--- src/rtl/fpm_pkg.sv ---
package fpm_pkg;
    localparam int EXP_W  = 8;
    localparam int MAN_W  = 23;
    localparam int WORD_W = 1 + EXP_W + MAN_W;
    localparam int SIG_W  = MAN_W + 1;
    localparam int PROD_W = 2 * SIG_W;
    localparam int ESUM_W = EXP_W + 2;
    localparam int BIAS   = (1 << (EXP_W - 1)) - 1;
    localparam int EXP_TOP = (1 << EXP_W) - 1;

    typedef enum logic [1:0] {K_ZERO, K_NORM, K_INF, K_NAN} kind_e;

    typedef struct packed {
        logic             sign;
        logic [EXP_W-1:0] exp;
        logic [MAN_W-1:0] man;
    } fp_t;

    typedef struct packed {
        logic              valid;
        kind_e             kind;
        logic              sign;
        logic [ESUM_W-1:0] esum;
        logic [PROD_W-1:0] prod;
    } s1_t;

    function automatic kind_e classify(input fp_t x);
        if (x.exp == '0)      return K_ZERO;
        else if (x.exp == '1) return (x.man != '0) ? K_NAN : K_INF;
        else                  return K_NORM;
    endfunction

    function automatic fp_t quiet_nan();
        fp_t r;
        r.sign = 1'b0;
        r.exp  = '1;
        r.man  = '0;
        r.man[MAN_W-1] = 1'b1;
        return r;
    endfunction

    function automatic fp_t make_inf(input logic s);
        fp_t r;
        r.sign = s;
        r.exp  = '1;
        r.man  = '0;
        return r;
    endfunction

    function automatic fp_t make_zero(input logic s);
        fp_t r;
        r.sign = s;
        r.exp  = '0;
        r.man  = '0;
        return r;
    endfunction
endpackage

--- src/rtl/fpm_unpack.sv ---
module fpm_unpack
    import fpm_pkg::*;
(
    input  fp_t              op,
    output kind_e            kind,
    output logic [SIG_W-1:0] sig
);
    always_comb begin
        kind = classify(op);
        sig  = {(kind == K_NORM), op.man};
    end
endmodule

--- src/rtl/fpm_stage1.sv ---
module fpm_stage1
    import fpm_pkg::*;
(
    input  logic clk,
    input  logic rst,
    input  logic in_valid,
    input  fp_t  op_a,
    input  fp_t  op_b,
    output s1_t  s1_q
);
    kind_e            kind_a, kind_b;
    logic [SIG_W-1:0] sig_a, sig_b;
    s1_t              s1_d;

    fpm_unpack u_unpack_a (.op(op_a), .kind(kind_a), .sig(sig_a));
    fpm_unpack u_unpack_b (.op(op_b), .kind(kind_b), .sig(sig_b));

    always_comb begin
        s1_d.valid = in_valid;
        s1_d.sign  = op_a.sign ^ op_b.sign;
        s1_d.esum  = ESUM_W'(op_a.exp) + ESUM_W'(op_b.exp);
        s1_d.prod  = PROD_W'(sig_a) * PROD_W'(sig_b);
        if (kind_a == K_NAN || kind_b == K_NAN)
            s1_d.kind = K_NAN;
        else if ((kind_a == K_INF && kind_b == K_ZERO) || (kind_a == K_ZERO && kind_b == K_INF))
            s1_d.kind = K_NAN;
        else if (kind_a == K_INF || kind_b == K_INF)
            s1_d.kind = K_INF;
        else if (kind_a == K_ZERO || kind_b == K_ZERO)
            s1_d.kind = K_ZERO;
        else
            s1_d.kind = K_NORM;
    end

    always_ff @(posedge clk) begin
        if (rst) begin
            s1_q.valid <= 1'b0;
        end else begin
            s1_q.valid <= s1_d.valid;
        end
        s1_q.kind <= s1_d.kind;
        s1_q.sign <= s1_d.sign;
        s1_q.esum <= s1_d.esum;
        s1_q.prod <= s1_d.prod;
    end
endmodule

--- src/rtl/fpm_stage2.sv ---
module fpm_stage2
    import fpm_pkg::*;
(
    input  logic clk,
    input  logic rst,
    input  s1_t  s1_q,
    output logic out_valid,
    output fp_t  out_q
);
    localparam logic signed [ESUM_W:0] BIAS_S = (ESUM_W+1)'(BIAS);
    localparam logic signed [ESUM_W:0] TOP_S  = (ESUM_W+1)'(EXP_TOP);

    logic                    carry;
    logic signed [ESUM_W:0]  e_adj;
    logic [MAN_W-1:0]        man_n;
    fp_t                     res_d;
    logic                    unused_low;

    always_comb begin
        carry = s1_q.prod[PROD_W-1];
        e_adj = $signed({1'b0, s1_q.esum}) + $signed({{ESUM_W{1'b0}}, carry}) - BIAS_S;
        man_n = carry ? s1_q.prod[PROD_W-2 -: MAN_W] : s1_q.prod[PROD_W-3 -: MAN_W];
        unused_low = ^s1_q.prod[MAN_W-1:0];
        case (s1_q.kind)
            K_NAN:   res_d = quiet_nan();
            K_INF:   res_d = make_inf(s1_q.sign);
            K_ZERO:  res_d = make_zero(s1_q.sign);
            default: begin
                if (e_adj >= TOP_S)
                    res_d = make_inf(s1_q.sign);
                else if (e_adj <= 0)
                    res_d = make_zero(s1_q.sign);
                else begin
                    res_d.sign = s1_q.sign;
                    res_d.exp  = e_adj[EXP_W-1:0];
                    res_d.man  = man_n;
                end
            end
        endcase
    end

    always_ff @(posedge clk) begin
        if (rst) out_valid <= 1'b0;
        else     out_valid <= s1_q.valid;
        out_q <= res_d;
    end


    norm_range_chk: assert property (@(posedge clk) disable iff (rst)
        (s1_q.valid && s1_q.kind == K_NORM) |=> (out_q.exp != '1 || out_q.man == '0));
endmodule

--- src/rtl/fpmul_pipe.sv ---
module fpmul_pipe
    import fpm_pkg::*;
(
    input  logic              clk,
    input  logic              rst,
    input  logic              in_valid,
    input  logic [WORD_W-1:0] in_a,
    input  logic [WORD_W-1:0] in_b,
    output logic              out_valid,
    output logic [WORD_W-1:0] out_p
);
    s1_t s1_q;
    fp_t out_q;

    fpm_stage1 u_stage1 (
        .clk(clk), .rst(rst), .in_valid(in_valid),
        .op_a(fp_t'(in_a)), .op_b(fp_t'(in_b)), .s1_q(s1_q)
    );

    fpm_stage2 u_stage2 (
        .clk(clk), .rst(rst), .s1_q(s1_q),
        .out_valid(out_valid), .out_q(out_q)
    );

    assign out_p = out_q;

    logic [1:0] warm;
    always_ff @(posedge clk) begin
        if (rst)              warm <= 2'd0;
        else if (warm != 2'd2) warm <= warm + 2'd1;
    end

    logic in_nan, in_num;
    always_comb begin
        in_nan = classify(fp_t'(in_a)) == K_NAN || classify(fp_t'(in_b)) == K_NAN ||
                 (classify(fp_t'(in_a)) == K_INF && classify(fp_t'(in_b)) == K_ZERO) ||
                 (classify(fp_t'(in_a)) == K_ZERO && classify(fp_t'(in_b)) == K_INF);
        in_num = !in_nan;
    end


    valid_lag_chk: assert property (@(posedge clk) disable iff (rst)
        (warm == 2'd2) |-> (out_valid == $past(in_valid, 2)));


    nan_out_chk: assert property (@(posedge clk) disable iff (rst)
        (warm == 2'd2 && $past(in_valid && in_nan, 2)) |-> (out_p == WORD_W'(quiet_nan())));


    sign_xor_chk: assert property (@(posedge clk) disable iff (rst)
        (warm == 2'd2 && $past(in_valid && in_num, 2)) |->
        (out_p[WORD_W-1] == $past(in_a[WORD_W-1] ^ in_b[WORD_W-1], 2)));


    reset_clear_chk: assert property (@(posedge clk)
        rst |=> (!out_valid && !s1_q.valid));
endmodule

--- config.mk ---
export PLATFORM = sky130hd
export DESIGN_NAME = fpmul_pipe
export DESIGN_NICKNAME = d
export VERILOG_FILES = /design/src/rtl/fpm_pkg.sv /design/src/rtl/fpm_unpack.sv /design/src/rtl/fpm_stage1.sv /design/src/rtl/fpm_stage2.sv /design/src/rtl/fpmul_pipe.sv
export SDC_FILE = /design/constraint.sdc
export NUM_CORES = 1
export LEC_CHECK = 0
export BUFFER_PORTS_ARGS = -buffer_cell sky130_fd_sc_hd__clkbuf_2
export CORE_UTILIZATION = 40
export DETAILED_ROUTE_END_ITERATION = 8
export SLEW_MARGIN = 0
export SYNTH_ARGS = -nofsm -noshare
export SYNTH_HDL_FRONTEND = slang
export SYNTH_SLANG_ARGS = --single-unit
--- constraint.sdc ---
create_clock -name clk -period 9.8 [get_ports clk]
set_input_delay 0 -clock clk [delete_from_list [all_inputs] [get_ports clk]]
set_output_delay 0 -clock clk [all_outputs]
set_load 0.05 [all_outputs]
; ---- Word level (Yosys, flattened, before mapping)
; Index checks and enable logic that the tools add are counted.
; W data, S select, Z words.
[classes]
add_sub_neg = 3
multipliers = 1
n_div = 0
n_lt_le_gt_ge = 2
eq_ne = 10
n_shift = 0
mux = 12
bitwise = 1
reduce_logical = 15
[ops]
columns = cell, n
row1 = $pmux W32 S3, 1
row2 = $mux W31, 2
row3 = $mul A24 B24 Y48, 1
row4 = $reduce_bool A23 Y1, 2
row5 = $mux W23, 1
row6 = $eq A8 B8 Y1 const B, 2
row7 = $logic_not A8 Y1, 2
row8 = $eq A2 B2 Y1 const B, 6
row9 = $add A10 B1 Y11, 1
row10 = $ge A11 B9 Y1 const B, 1
row11 = $le A11 B1 Y1 const B, 1
row12 = $sub A11 B8 Y11 const B, 1
row13 = $add A8 B8 Y9, 1
row14 = $mux W2, 4
row15 = $logic_not A2 Y1, 3
row16 = $eq A2 B1 Y1 const B, 2
row17 = $logic_or A1 B1 Y1, 4
row18 = $mux W1, 4
row19 = $reduce_or A3 Y1, 1
row20 = $logic_and A1 B1 Y1, 2
row21 = $reduce_or A2 Y1, 1
row22 = $xor A1 B1 Y1, 1
[word_totals]
ff_bits = 95
latchBits = 0
ram_bits = 0
mem_bits_ro = 0
wordCells = 54
n_memories = 0

; ---- Longest topological paths before layout
[logic_depth]
depth_word = 8
ltp_mapped = 28

; ---- Cells and area by module
; Synthesis repeated with hierarchy kept, for this count alone.
[hier_totals]
hier_cells = 2499
area_unflattened_um2 = 22674.2
[by_module_without_submodules]
columns = mod, n_inst, cells_per_inst, area_each_um2, seq_area_each_um2
row1 = fpm_stage1, 1, 2261, 20492.2, 1221.2
row2 = fpm_stage2, 1, 162, 1651.6, 660.6
row3 = fpm_unpack, 2, 38, 265.3, 0.0

; ---- Worst setup path after synthesis
; Ideal clock, no wire load.
[synth_timing]
path_type = input to register
from = in in_a[23]
to = reg, netlist name u_stage1.s1_q[45]
t_arrival_ps = 6893
t_required_ps = 9666
path_slack_ps = 2773
stages = 25
path_cell_list = or4_1 > nor2_1 > nor2_1 > clkbuf_1 > and2_1 > fa_1 > fa_1 > fa_1 > inv_1 > fa_1 > inv_1 > fa_1 > inv_1 > fa_1 > inv_1 > fa_1 > ha_1 > nand2_2 > or3_4 > a2111oi_4 > a21oi_2 > o31a_1 > o21ai_2 > a2111o_1 > o311ai_2
[synth_rtl]
columns = item, line_no
row1 = from (decl), fpmul_pipe.sv:7  ; input logic [WORD_W-1:0] in_a,

==> metrics.cfg <==
[cells_and_area]
diodes=0
finalNetCount=3064
drive_gt1_frac=0.0607
area_growth_pct=6.61
final_cell_area_um2=22300

[worst_setup_path]
reg2reg_from=u_stage1.s1_q[47]
crit_path_end=u_stage1.s1_q[45]
crit_start=in_b[23]
start_kind=input port
arrival_ns=7.86
worstPathMaxFanout=23
cp-end-kind=flop
regToRegSetupSlack_ns=6.17
cp.required_ns=10.03
rr_endpoint=u_stage2.out_q[3]
path_class=input port to flop
rr_worst_depth=13

[placement]
portBuffers=99
place_hpwl_um=45200
gp_congestion=0.914
place_ws_ns=2.21
placed_area_um2=21900

[yosys]
synth-xor-area-share=0.0172
synth_fa_ha_area_frac=0.568
synth_common_cells=inv_1, fa_1, nand2_1
synth_top_area_share=0.461
yosysTopAreaCell=fa_1
synth-simple-area-share=0.169
synthCells=2319
yosysMostFrequentCell=inv_1
yosysWarnings=0
avgSynthCellArea_um2=9.03
synth_edf_count=0
syn_nets=3048
synth_compound_area_frac=0.0515
async_flop_share=0
synth.area.top_cells=fa_1, ha_1, inv_1, and2_1, dfxtp_1
synth.distinct_cells=59
synth_seq_area_share=0.0679
syn_area_um2=20900
synth_ff_type=dfxtp_1
synth_top_family_by_area=adder cells
ys_ff_latch=71
muxShareOfSynthArea=0.0110

[timing]
hold_viol=0
fin_setup_tns_ns=0
max_freq_ghz=0.131
finalSetupViolCount=0
slew_viol_final=0
layout_worst_path_cycle_share=0.779
fin_crit_ns=7.63
finalClockSkew_ns=0.00462
setup_ws_ns=2.17
holdWs_ns=0.0602
worst_pin_slew_ns=1.01
max-slew-margin-rel=0.327
rsz0062_at_grt=no

[floorplanning]
core_um2=51500
dieHeight_um=231
start_util=0.406
chipWidth_um=231
pin_count=100
num_rows=83
dieArea_um2=53300

[cts]
clock_path_buffers=2
cts_sinks=71
htreeDepth=3
cts-root-buf=clkbuf_16
clk_pin_slew_worst_paths_ns=0.06
cts_tree=built
cts_buffers=9
cts.repair.resized=0
clock_latency_ns=0.32

[route]
vias=15740
routed_via_density=5.21
drc=0
wl_um=61100
drt_first_pass_iters=6
ant_nets=0
drt_iter0_markers=1028
wl_per_cell_um=20.2

[global_route]
grt_max_degree=26
grt_pass1_wl_um=96400
antenna_found_initial=1
grt_usage=0.237
grt_pass1_vias=16901
gr-total-overflow=0

[job]
maxCapViolCount=0

[hold_path]
min_path_type=input port to flop
whs_path_depth=3

[status]
status=completed

-- layout by cell type (no fill, tap or decap), types with 12 or more instances in the layout --
master	instances
a21o_1	35
a21oi_1	33
and2_1	239
buf_4	12
clkbuf_2	99
dfxtp_1	71
fa_1	482
ha_1	180
inv_1	530
mux2i_1	23
nand2_1	360
nand3_1	12
nor2_1	53
nor4_1	14
o21ai_0	27
xnor2_1	27
xor2_1	14
-- per-stage QoR --
stage                util  std cells
finish              0.433       3020
global route        0.433       3020
CTS                 0.433       3020
detailed placement  0.426       2998
global placement    0.426       2998
floorplan               -       2319
-- routing by layer --
layer	global-route usage	vias up	wire (um)	share of wire
met5	0	-	0	0
met4	0.0602	0	1500	0.025
met3	0.0320	102	4410	0.072
met2	0.400	643	29600	0.48
met1	0.318	8099	25600	0.42
li1	-	6896	-	-
-- final cells by class --
class / count / area, um2
fillers: 5097 / 29200
clock buffers: 10 / 229
multi-input cells: 1606 / 17100
well taps: 680 / 851
inverters: 530 / 1990
flip-flops and latches: 71 / 1420
clock inverters: 6 / 85.1
repair buffers: 117 / 646
-- registers in the layout, indices dropped and copies added (netlist names) --
name / cells
u_stage2.out_q: 32
u_stage2.out_valid: 1
u_stage1.s1_q: 38
-- kinds of logic after synthesis --
group / Yosys count
mux: 23
xor+xnor: 41
buf+inv: 642
simple gates: 728
fa+ha+maj: 662
compound gates: 152
flops: 71
-- worst min path at each step --
stage	startpoint	end	slack, ns
floorplan	rst	u_stage1.s1_q[61]	0.07
global placement	rst	u_stage2.out_valid	0.17
detailed placement	rst	u_stage2.out_valid	0.19
CTS	in_b[30]	u_stage1.s1_q[56]	0.05
global route	in_b[30]	u_stage1.s1_q[56]	0.09
finish	in_b[30]	u_stage1.s1_q[56]	0.06
-- repair_timing --
action,in CTS,in global routing
setup buffers,0,0
endpoints found under the hold margin,4,0
hold buffers,6,0
-- worst max-delay path, cell delays in order --
cell	delay (ns)
dlygate4sd3_1	0.54
clkbuf_2	0.13
or4_1	0.52
nor2_1	0.23
nor2_1	0.07
buf_4	0.25
and2_1	0.21
fa_1	0.48
inv_1	0.05
fa_1	0.49
fa_1	0.43
fa_1	0.54
fa_1	0.44
fa_1	0.48
fa_1	0.50
inv_1	0.04
ha_1	0.41
inv_1	0.13
or3_4	0.42
a2111oi_4	0.33
a21oi_2	0.14
o31a_1	0.41
o21ai_2	0.25
a21oi_2	0.11
o311ai_2	0.22
Power is not shown: default switching activity piles up to over one toggle a cycle in this logic, so the estimate is an artifact.
